**src/rtl/cmp_pkg.sv**
```systemverilog
`timescale 1ns/1ps
package cmp_pkg;
  localparam int NCH    = 2;
  localparam int CTRL_W = 16;
  localparam logic [1:0] ADDR_CTRL = 2'd0;

  typedef enum logic [1:0] {LD_ZERO = 2'd0, LD_PRD = 2'd1, LD_BOTH = 2'd2, LD_FREEZE = 2'd3} ld_mode_e;
  typedef enum logic [1:0] {SY_OFF = 2'd0, SY_ALSO = 2'd1, SY_ONLY = 2'd2, SY_RSVD = 2'd3} sy_mode_e;

  typedef struct packed {
    logic     imm;
    ld_mode_e ld;
    sy_mode_e sy;
  } chan_cfg_t;

  function automatic logic load_hit(chan_cfg_t c, logic zero, logic prd, logic sync);
    logic ev;
    case (c.ld)
      LD_ZERO: ev = zero;
      LD_PRD:  ev = prd;
      LD_BOTH: ev = zero | prd;
      default: ev = 1'b0;
    endcase
    if (c.imm) return 1'b0;
    case (c.sy)
      SY_ALSO: return ev | sync;
      SY_ONLY: return sync;
      default: return ev;  // reserved code acts as event-only
    endcase
  endfunction
endpackage

```
**src/rtl/cmp_ctrl_reg.sv**
```systemverilog
`timescale 1ns/1ps
module cmp_ctrl_reg
  import cmp_pkg::*;
(
  input  logic                     clk_i,
  input  logic                     rst_ni,
  input  logic                     we_i,
  input  logic [CTRL_W-1:0]        wdata_i,
  output chan_cfg_t [NCH-1:0]      cfg_o,
  output logic                     link_o
);
  always_ff @(posedge clk_i or negedge rst_ni) begin
    if (!rst_ni) begin
      link_o <= 1'b0;
      cfg_o  <= '0;
    end else if (we_i) begin
      link_o     <= wdata_i[15];
      cfg_o[1].sy  <= sy_mode_e'(wdata_i[13:12]);
      cfg_o[0].sy  <= sy_mode_e'(wdata_i[11:10]);
      cfg_o[1].imm <= wdata_i[6];
      cfg_o[0].imm <= wdata_i[4];
      cfg_o[1].ld  <= ld_mode_e'(wdata_i[3:2]);
      cfg_o[0].ld  <= ld_mode_e'(wdata_i[1:0]);
    end
  end
endmodule

```
**src/rtl/cmp_load_sel.sv**
```systemverilog
`timescale 1ns/1ps
module cmp_load_sel
  import cmp_pkg::*;
(
  input  chan_cfg_t [NCH-1:0] cfg_i,
  input  logic                zero_i,
  input  logic                prd_i,
  input  logic                sync_i,
  output logic [NCH-1:0]      load_o
);
  for (genvar k = 0; k < NCH; k++) begin : g_ch
    assign load_o[k] = load_hit(cfg_i[k], zero_i, prd_i, sync_i);
  end
endmodule

```
**src/rtl/cmp_channel.sv**
```systemverilog
`timescale 1ns/1ps
module cmp_channel #(
  parameter int CMP_W = 16,
  parameter int HR_W  = 8,
  localparam int DW   = CMP_W + HR_W
) (
  input  logic          clk_i,
  input  logic          rst_ni,
  input  logic          imm_i,
  input  logic          load_i,
  input  logic          wr_cmp_i,
  input  logic          wr_hr_i,
  input  logic [DW-1:0] wdata_i,
  output logic [DW-1:0] active_o,
  output logic [DW-1:0] shadow_o,
  output logic          full_o
);
  function automatic logic [DW-1:0] merge(logic [DW-1:0] old, logic [DW-1:0] d,
                                          logic wc, logic wh);
    logic [DW-1:0] r;
    r = old;
    if (wc) r[DW-1:HR_W] = d[DW-1:HR_W];
    if (wh) r[HR_W-1:0]  = d[HR_W-1:0];
    return r;
  endfunction

  always_ff @(posedge clk_i or negedge rst_ni) begin
    if (!rst_ni) begin
      active_o <= '0;
      shadow_o <= '0;
      full_o   <= 1'b0;
    end else if (imm_i) begin
      active_o <= merge(active_o, wdata_i, wr_cmp_i, wr_hr_i);
      full_o   <= 1'b0;
    end else begin
      if (load_i) active_o <= shadow_o;  // old shadow wins on collision
      shadow_o <= merge(shadow_o, wdata_i, wr_cmp_i, wr_hr_i);
      if (wr_cmp_i)    full_o <= 1'b1;
      else if (load_i) full_o <= 1'b0;
    end
  end
endmodule

```
**src/rtl/cmp_shadow_load.sv**
```systemverilog
`timescale 1ns/1ps
module cmp_shadow_load
  import cmp_pkg::*;
#(
  parameter int CMP_W = 16,
  parameter int HR_W  = 8,
  localparam int DW   = CMP_W + HR_W
) (
  input  logic              clk_i,
  input  logic              rst_ni,
  input  logic [1:0]        addr_i,
  input  logic              wr_cmp_i,
  input  logic              wr_hr_i,
  input  logic [DW-1:0]     wdata_i,
  output logic [DW-1:0]     rd_data_o,
  input  logic              ctr_zero_i,
  input  logic              ctr_prd_i,
  input  logic              sync_i,
  output logic [CMP_W-1:0]  cmpa_o,
  output logic [HR_W-1:0]   hra_o,
  output logic [CMP_W-1:0]  cmpb_o,
  output logic [HR_W-1:0]   hrb_o,
  output logic [NCH-1:0]    full_o
);
  chan_cfg_t [NCH-1:0]      cfg_w;
  logic                     link_w;
  logic [NCH-1:0]           load_w;
  logic [NCH-1:0]           wc_w;
  logic [NCH-1:0]           wh_w;
  logic [NCH-1:0][DW-1:0]   act_w;
  logic [NCH-1:0][DW-1:0]   shd_w;
  logic [CTRL_W-1:0]        ctrl_rd;

  cmp_ctrl_reg i_ctrl (
    .clk_i   (clk_i),
    .rst_ni  (rst_ni),
    .we_i    (wr_cmp_i && addr_i == ADDR_CTRL),
    .wdata_i (wdata_i[CTRL_W-1:0]),
    .cfg_o   (cfg_w),
    .link_o  (link_w)
  );

  cmp_load_sel i_sel (
    .cfg_i  (cfg_w),
    .zero_i (ctr_zero_i),
    .prd_i  (ctr_prd_i),
    .sync_i (sync_i),
    .load_o (load_w)
  );

  for (genvar k = 0; k < NCH; k++) begin : g_ch
    assign wc_w[k] = wr_cmp_i && addr_i == 2'(k + 1);
    assign wh_w[k] = wr_hr_i  && addr_i == 2'(k + 1);
    cmp_channel #(.CMP_W(CMP_W), .HR_W(HR_W)) i_chan (
      .clk_i    (clk_i),
      .rst_ni   (rst_ni),
      .imm_i    (cfg_w[k].imm),
      .load_i   (load_w[k]),
      .wr_cmp_i (wc_w[k]),
      .wr_hr_i  (wh_w[k]),
      .wdata_i  (wdata_i),
      .active_o (act_w[k]),
      .shadow_o (shd_w[k]),
      .full_o   (full_o[k])
    );
  end

  assign ctrl_rd = {link_w, 1'b0, cfg_w[1].sy, cfg_w[0].sy, full_o[1], full_o[0],
                    1'b0, cfg_w[1].imm, 1'b0, cfg_w[0].imm, cfg_w[1].ld, cfg_w[0].ld};

  always_comb begin
    case (addr_i)
      2'd0:    rd_data_o = {{(DW-CTRL_W){1'b0}}, ctrl_rd};
      2'd1:    rd_data_o = cfg_w[0].imm ? act_w[0] : shd_w[0];
      2'd2:    rd_data_o = cfg_w[1].imm ? act_w[1] : shd_w[1];
      default: rd_data_o = '0;
    endcase
  end

  assign cmpa_o = act_w[0][DW-1:HR_W];
  assign hra_o  = act_w[0][HR_W-1:0];
  assign cmpb_o = act_w[1][DW-1:HR_W];
  assign hrb_o  = link_w ? act_w[0][HR_W-1:0] : act_w[1][HR_W-1:0];
endmodule

```
**config.mk**
```make
export PLATFORM = sky130hd
export DESIGN_NAME = cmp_shadow_load
export DESIGN_NICKNAME = d
export VERILOG_FILES = /design/src/rtl/cmp_pkg.sv /design/src/rtl/cmp_ctrl_reg.sv /design/src/rtl/cmp_load_sel.sv /design/src/rtl/cmp_channel.sv /design/src/rtl/cmp_shadow_load.sv
export SDC_FILE = /design/constraint.sdc
export NUM_CORES = 1
export LEC_CHECK = 0
export ABC_AREA = 1
export BUFFER_PORTS_ARGS = -buffer_cell sky130_fd_sc_hd__buf_2
export CAP_MARGIN = 25
export CORE_AREA = 4 4 137 139
export DETAILED_ROUTE_END_ITERATION = 8
export DIE_AREA = 0 0 141 143
export GPL_TIMING_DRIVEN = 0
export PLACE_DENSITY = 0.52
export SYNTH_ARGS = -nofsm -noshare
export SYNTH_HDL_FRONTEND = slang
export SYNTH_SLANG_ARGS = --single-unit
```
**constraint.sdc**
```tcl
create_clock -name clk_i -period 1.7 [get_ports clk_i]
set_input_delay 0.34 -clock clk_i [delete_from_list [all_inputs] [get_ports clk_i]]
set_output_delay 0.34 -clock clk_i [all_outputs]
set_load 0.01 [all_outputs]
```
Word-level counts from Yosys, hierarchy flattened
Index checks and enable logic that the tools add are counted.
{ "classes": {"reduce_logical": 20, "n_mux": 28, "eq_ne": 14, "n_bitwise": 5} }
{ "ops": {"columns": ["operator", "n"], "rows": [
  ["24-bit two-way mux", 6],
  ["24-bit case mux with 3 select lines", 1],
  ["16-bit two-way mux", 2],
  ["8-bit two-way mux", 3],
  ["2-bit AND reduction", 8],
  ["1-bit two-way mux", 12],
  ["2-bit by 1-bit equality test with 1-bit output, second input constant", 5],
  ["2-bit equality test, second input constant", 5],
  ["2-bit by 1-bit != test with 1-bit output, second input constant", 4],
  ["2-bit logical NOT", 3],
  ["1-bit case mux with 3 select lines", 2],
  ["3-bit nonzero test", 2],
  ["1-bit logical AND", 5],
  ["1-bit case mux with 2 select lines", 2],
  ["2-bit nonzero test", 2],
  ["1-bit bitwise OR", 3],
  ["1-bit inverter", 2]
]} }
{ "word_totals": {"out_inout_bits": 74, "reg_bits": 109} }

Longest topological paths before layout
Gate-level depths: netlist of the first run.
{ "depth": {"depth_word": 8, "depth_mapped": 12, "ltp_nobuf": 11} }

By module
Synthesis of the first run repeated with hierarchy kept, for this count alone.
{ "unflattened": {"cells_unflattened": 934, "area_unflattened_um2": 6394.9} }
{ "modules_own_cells": {"columns": ["module", "area_each_um2", "instances", "cells_each"], "rows": [
  ["cmp_channel", 2280.9, 2, 291],
  ["cmp_shadow_load", 1232.4, 1, 273],
  ["cmp_ctrl_reg", 421.7, 1, 47],
  ["cmp_load_sel", 178.9, 1, 32]
]} }

Worst setup path after synthesis of the first run
OpenSTA, ideal clock, no wires.
{ "synth_path": {"path_type": "reg-to-output", "start": "register i_ctrl.cfg_o[9] in the netlist's numbering", "end": "output rd_data_o[20]", "required_ns": 1.360, "slack_ns": 0.148, "t_arrival_ns": 1.212, "path_stages_with_launch": 8, "path_cell_list": "dfrtp_1 > buf_4 > inv_2 > buf_6 > buf_6 > nand2_1 > a21boi_0 > o21ai_1"} }
{ "synth_between": {"elab_chain_len": 2} }
{ "synth_lines": {"columns": ["element", "line_no", "source"], "rows": [
  ["start, declared", "cmp_ctrl_reg.sv:9", "output chan_cfg_t [NCH-1:0] cfg_o,"],
  ["24-bit two-way mux", "cmp_shadow_load.sv:75", "2'd2: rd_data_o = cfg_w[1].imm ? act_w[1] : shd_w[1];"],
  ["24-bit case mux with 3 select lines", "cmp_shadow_load.sv:72", "case (addr_i)"],
  ["end, declared", "cmp_shadow_load.sv:15", "output logic [DW-1:0] rd_data_o,"]
]} }
No other way between the ends.

Worst setup path in the final report of the first run
{ "layout_path": {"start": "register i_ctrl.cfg_o[4] in the netlist's numbering", "end": "output rd_data_o[11]"} }
{ "layout_between": {"elab_chain_len": 2} }
{ "layout_lines": {"columns": ["element", "line_no", "source"], "rows": [
  ["24-bit two-way mux", "cmp_shadow_load.sv:74", "2'd1: rd_data_o = cfg_w[0].imm ? act_w[0] : shd_w[0];"],
  ["24-bit case mux with 3 select lines", "cmp_shadow_load.sv:72", null]
]} }
No other way between the ends.

==> reports/metrics.csv, run 1 <==
stage;metric;value;unit
sta;rsz0062_at_grt;yes;
worst_setup_path;reg2reg_slack;0.06;ns
floorplan;rows;49;
placement;pre_cts_slack;-0.294;ns
sta;finalSetupViolCount;25;
worst_setup_path;cp_max_fo;5;
sta;setup-tns-final;-6.93;ns
synthesis;syn-num-nets;825;
run;maxCapViolations;0;
worst_setup_path;worstSetupPathType;register to primary output;
final_layout;final_nets;976;
worst_setup_path;crit_end;rd_data_o[11];
cts;clock_sinks;109;
worst_setup_path;r2r_cells;6;
worst_setup_path;r2r_start;i_ctrl.cfg_o[4];
drt;vias_per_cell;5.02;
worst_setup_path;required;1.36;ns
final_layout;nFillCells;1821;
final_layout;fin_cells;1173;
synthesis;postSynthCellCount;788;
drt;drt_iter0_markers;429;
placement;numPortBuffers;106;
floorplan;core_area;0.0177;sq mm
placement;hpwlAfterDp;14500;um
sta;hold_violations;0;
global_route;grt_pass1_vias;5492;
power;p_per_area;1510;mW/mm^2
final_layout;final_common_cell;nand2_1;
global_route;gr-total-overflow;0;
cts;clkTransAtPathRegs;0.07;ns
sta;setup_ws;-0.356;ns
sta;layout_min_cycle_time;2.06;ns
floorplan;die_h;143;um
sta;fin_crit_sh;121;%
worst_setup_path;worstReg2RegEnd;g_ch[0].i_chan.active_o[18];
cts;clockBufferDepth;2;
placement;place_area;0.00688;sq mm
sta;slew_headroom;61.7;%
cts;cts_tree;done;
final_layout;layout_common_cells;250 x nand2_1, 114 x buf_2, 107 x dfrtp_1;
synthesis;synth_seq_area_share;45.2;%
drt;route.detailed.wl_per_inst;18.9;um
sta;fmax;486;MHz
floorplan;die_area;0.0202;sq mm
synthesis;synth_edf_count;0;
sta;fin_skew;0.00581;ns
synthesis;syn_area_per_cell;7.66;sq um
floorplan;initial_core_util;34.2;%
final_layout;drive_above_1_share;34.7;%
synthesis;synth_cell_types;29;
min_path;hp-class;input pin to register;
drt;drc;0;
min_path;min_path_cells;3;
placement;dp.cells;1124;
synthesis;yosysWarnings;0;
sta;worst_slew_pin_slew;0.575;ns
floorplan;fp.dieW;141;um
worst_setup_path;worstPathArrival;1.72;ns
final_layout;n_antenna_cell;0;
power;ir_drop;0.675;mV
final_layout;area_growth;35.2;%
synthesis;synth_top_flop_cell;dfrtp_1;
synthesis;netlist_area;0.00603;sq mm
sta;fin_hold_ws;0.281;ns
worst_setup_path;cp-end-kind;primary output;
global_route;antenna_found_initial;0;
floorplan;io_pins;107;
synthesis;synthArstFlopShare;100;%
cts;clock-root-buffer;clkbuf_16;
global_route;grt_pass1_wl;32000;um
drt;ant_nets;0;
cts;insertion_delay;0.36;ns
worst_setup_path;cp-start-kind;register;
sta;slew_violations;0;
cts;cts_max_level;3;
placement;place_congestion;0.845;
global_route;grt_max_degree;88;
worst_setup_path;cp-startpoint;i_ctrl.cfg_o[4];
cts;cts_buffers;9;
global_route;global_route.usage.total;21.0;%
drt;vias;5892;
status;status;complete, but fails checks;
drt;dr.pass1.iters;6;
final_layout;final_cell_area;0.00816;sq mm
drt;drt-total-wl;22200;um
synthesis;ys_seq_elements;109;
status;violations;setup timing;
power;leakage;4.29;nW
## final cells by class
class | instances | area (sq um) | area share (%)
buffer | 82 | 752 | 9.22
inverter | 52 | 211 | 2.59
clock buffer | 10 | 239 | 2.93
sequential | 109 | 2730 | 33.5
timing repair buffer | 141 | 981 | 12.0
tap | 229 | 287 | 3.51
multi-input combinational | 544 | 2850 | 34.9
clock inverter | 6 | 109 | 1.33
## routing by layer
metal	share of wire (%)	global-route usage, %	up-vias
li1	-	-	2820
met1	45	29.4	2834
met2	47	33.6	218
met3	6.6	3.25	20
met4	1.6	6.48	0
met5	0	0	-
## power by group
part	internal, mW	switching (mW)	leakage (nW)
sequential	3.47	0.774	1.37
combinational	2.68	2.86	2.74
clock	1.48	1.05	0.173
## cells in the mapped netlist, types with 2 or more instances
master | count | area, sq um
a211o_1 | 6 | 52.6
a21boi_0 | 3 | 22.5
a21o_1 | 2 | 15.0
a21oi_1 | 28 | 140
buf_2 | 21 | 105
buf_4 | 45 | 338
buf_6 | 6 | 67.6
clkbuf_1 | 11 | 41.3
dfrtp_1 | 109 | 2730
ha_1 | 4 | 50.1
inv_1 | 45 | 169
inv_2 | 4 | 15.0
inv_4 | 2 | 12.5
nand2_1 | 290 | 1090
nand2_2 | 4 | 25.0
nand2_4 | 2 | 22.5
nand3_1 | 54 | 270
nand3_2 | 4 | 40.0
nand3_4 | 4 | 70.1
nor2_1 | 4 | 15.0
o211ai_1 | 5 | 37.5
o21ai_0 | 72 | 360
o21ai_1 | 50 | 250
o21bai_1 | 2 | 15.0
o221ai_1 | 2 | 17.5
or2_1 | 6 | 37.5
## critical path, cell delays in order (launching register included)
cell	delay, ns
dfrtp_1	0.39
buf_8	0.14
buf_6	0.13
buf_6	0.13
nand2_2	0.06
a21oi_2	0.07
a211o_1	0.29
buf_2	0.15
## kinds of logic after synthesis
family,Yosys count,synth area share (%)
flops,109,45.2
fa+ha+maj,4,0.830
buf+inv,135,12.5
simple gates,369,26.2
compound gates,170,15.1
mux,1,0.187
## timing repair
action                                  in CTS  in global routing
hold buffers                                 1                  0
gates cloned                                 2                  5
hold endpoints to repair                    22                  0
resized for setup                           97                 76
buffers inserted                            20                  6
endpoints found under the setup margin      72                 80
pin swaps                                   19                 21
## how the worst min path moves through the flow
stage | start | to | slack, ns
2_1_floorplan | rst_ni | g_ch[0].i_chan.active_o[0] | 0.04
3_3_place_gp | g_ch[0].i_chan.shadow_o[19] | g_ch[0].i_chan.shadow_o[19] | 0.47
6_report | wdata_i[14] | g_ch[1].i_chan.shadow_o[14] | 0.28
5_1_grt | wdata_i[16] | g_ch[1].i_chan.shadow_o[16] | 0.28
3_5_place_dp | rst_ni | g_ch[0].i_chan.active_o[7] | 0.21
4_1_cts | wdata_i[22] | g_ch[1].i_chan.shadow_o[22] | 0.27
## metrics by stage
| stage | power [mW] | utilization, % |
|---|---|---|
| 3_5_place_dp | 8.75 | 39.0 |
| 5_1_grt | 13.0 | 46.2 |
| 4_1_cts | 11.8 | 43.9 |
| 6_report | 12.3 | 46.2 |
| 2_1_floorplan | 7.07 | - |
| 3_3_place_gp | 8.71 | 38.8 |
## flip-flops by register name, indices dropped and copies added (netlist names)
register,cells
g_ch.i_chan.active_o,48
g_ch.i_chan.full_o,2
g_ch.i_chan.shadow_o,48
i_ctrl.cfg_o,10
i_ctrl.link_o,1
Power figures use the tool's default switching activity.
==> run 2, diff against run 1 <==
- BUFFER_PORTS_ARGS: -buffer_cell sky130_fd_sc_hd__buf_2 -> -buffer_cell sky130_fd_sc_hd__clkbuf_2
==> reports/metrics.csv, run 2 (synthesized netlist as in run 1, its figures left out) <==
stage;metric;value;unit
floorplan;io_pins;107;
final_layout;final_common_cell;nand2_1;
placement;place_congestion;0.847;
worst_setup_path;cp-end-kind;primary output;
sta;slew_violations;0;
global_route;grt_pass1_wl;32700;um
sta;worst_slew_pin_slew;0.501;ns
run;maxCapViolations;0;
global_route;global_route.usage.total;21.4;%
cts;cts_tree;done;
drt;drt-total-wl;21800;um
final_layout;post-route-util;46.3;%
drt;vias_per_cell;5.01;
final_layout;multi_input_area;0.00293;sq mm
floorplan;rows;49;
drt;vias;5878;
sta;rsz0062_at_grt;yes;
floorplan;core_area;0.0177;sq mm
drt;drc;0;
floorplan;initial_core_util;34.2;%
sta;setup-tns-final;-6.34;ns
final_layout;seqCellArea;0.00273;sq mm
worst_setup_path;cp_max_fo;5;
drt;drt_iter0_markers;342;
global_route;grt_pass1_vias;5531;
final_layout;drive_above_1_share;36.2;%
cts;insertion_delay;0.36;ns
final_layout;final_nets;977;
sta;finalSetupViolCount;24;
worst_setup_path;cp-start-kind;register;
cts;clock-root-buffer;clkbuf_16;
global_route;grt_max_degree;89;
floorplan;die_h;143;um
floorplan;die_area;0.0202;sq mm
placement;hpwlAfterDp;14500;um
sta;setup_ws;-0.299;ns
drt;ant_nets;0;
drt;route.detailed.wl_per_inst;18.6;um
power;p_per_area;1460;mW/mm^2
cts;cts_max_level;3;
sta;slew_headroom;66.6;%
status;violations;setup timing;
status;status;complete, but fails checks;
power;leakage;4.30;nW
cts;clock_sinks;109;
worst_setup_path;worstSetupPathType;register to primary output;
sta;layout_min_cycle_time;2.00;ns
final_layout;nFillCells;1809;
cts;clkTransAtPathRegs;0.08;ns
min_path;hp-class;input pin to register;
cts;cts_buffers;9;
global_route;antenna_found_initial;0;
placement;numPortBuffers;106;
floorplan;fp.dieW;141;um
worst_setup_path;required;1.36;ns
final_layout;area_growth;35.5;%
drt;dr.pass1.iters;5;
worst_setup_path;worstPathArrival;1.66;ns
sta;fin_crit_sh;118;%
final_layout;n_antenna_cell;0;
global_route;gr-total-overflow;0;
sta;fin_skew;0.0101;ns
sta;fmax;500;MHz
final_layout;layout_common_cells;237 x nand2_1, 107 x dfrtp_1, 85 x clkbuf_2;
final_layout;top_regs;g_ch.i_chan.active_o (48), g_ch.i_chan.shadow_o (48), i_ctrl.cfg_o (10);
cts;clockBufferDepth;2;
power;ir_drop;0.634;mV
sta;hold_violations;0;
==> run 2: area by class of cell <==
class | count | area share, %
Inverter | 52 | 2.65
Multi-Input combinational cell | 544 | 35.8
Timing Repair inverter | 1 | 0.107
Clock buffer | 12 | 2.89
Tap cell | 229 | 3.51
Clock inverter | 4 | 0.597
Timing Repair Buffer | 142 | 12.1
Sequential cell | 109 | 33.4
Buffer | 81 | 8.92
==> run 2: where the power goes <==
group / internal (mW) / total [mW] / leakage, nW / switching (mW)
logic: 2.67 / 5.56 / 2.78 / 2.89
registers: 3.48 / 4.24 / 1.37 / 0.769
clock network: 1.15 / 2.16 / 0.141 / 1.01
==> run 2: stage by stage <==
stage / std cells / instance area (sq um) / hold WS (ns) / power, mW / setup slack (ns)
finish: 1174 / 8170 / 0.269 / 12.0 / -0.299
global route: 1174 / 8170 / 0.297 / 12.8 / -0.358
CTS: 1161 / 7670 / 0.272 / 11.5 / -0.342
detailed placement: 1124 / 6890 / 0.230 / 8.77 / -0.311
global placement: 1123 / 6850 / 0.467 / 8.73 / -1.45
floorplan: 788 / 6030 / 0.0444 / 7.07 / 0.148
==> run 2: what timing repair did <==
item                                    CTS  global route
endpoints found under the hold margin    21             0
hold buffers                              1             0
gates resized for setup                  83           126
pin swaps                                15            28
endpoints found under the setup margin   72            75
cloned                                    3             6
setup buffers                            18             9
==> run 2: final timing paths <==
path	end	depth (start not counted)	slack (ns)	start
max in group asynchronous	i_ctrl.cfg_o[1]	3	0.58	rst_ni
worst min-delay path	g_ch[1].i_chan.shadow_o[22]	3	0.27	wdata_i[22]
worst max register to register	g_ch[0].i_chan.active_o[12]	11	0.02	i_ctrl.cfg_o[1]
min in group asynchronous	g_ch[0].i_chan.active_o[7]	2	0.40	rst_ni
worst min register to register	g_ch[0].i_chan.shadow_o[14]	2	0.49	g_ch[0].i_chan.shadow_o[14]
worst max-delay path	rd_data_o[20]	8	-0.30	i_ctrl.cfg_o[9]
==> run 2: critical path: stages (launching register included) <==
cell	delay (ns)
dfrtp_1	0.37
buf_6	0.13
inv_6	0.06
buf_12	0.12
buf_12	0.14
nand2_4	0.05
a21boi_2	0.15
o21ai_2	0.13
buf_2	0.15
==> run 2: metal layers <==
layer  vias to the layer above  part of all wire (%)  GRT usage [%]  wire length, um
met5                         -                     0              0                0
met4                         0                   2.2           7.34              474
met3                        28                   5.6           2.71             1220
met2                       197                    47           33.7            10300
met1                      2835                    45           30.4             9860
li1                       2818                     -              -                -
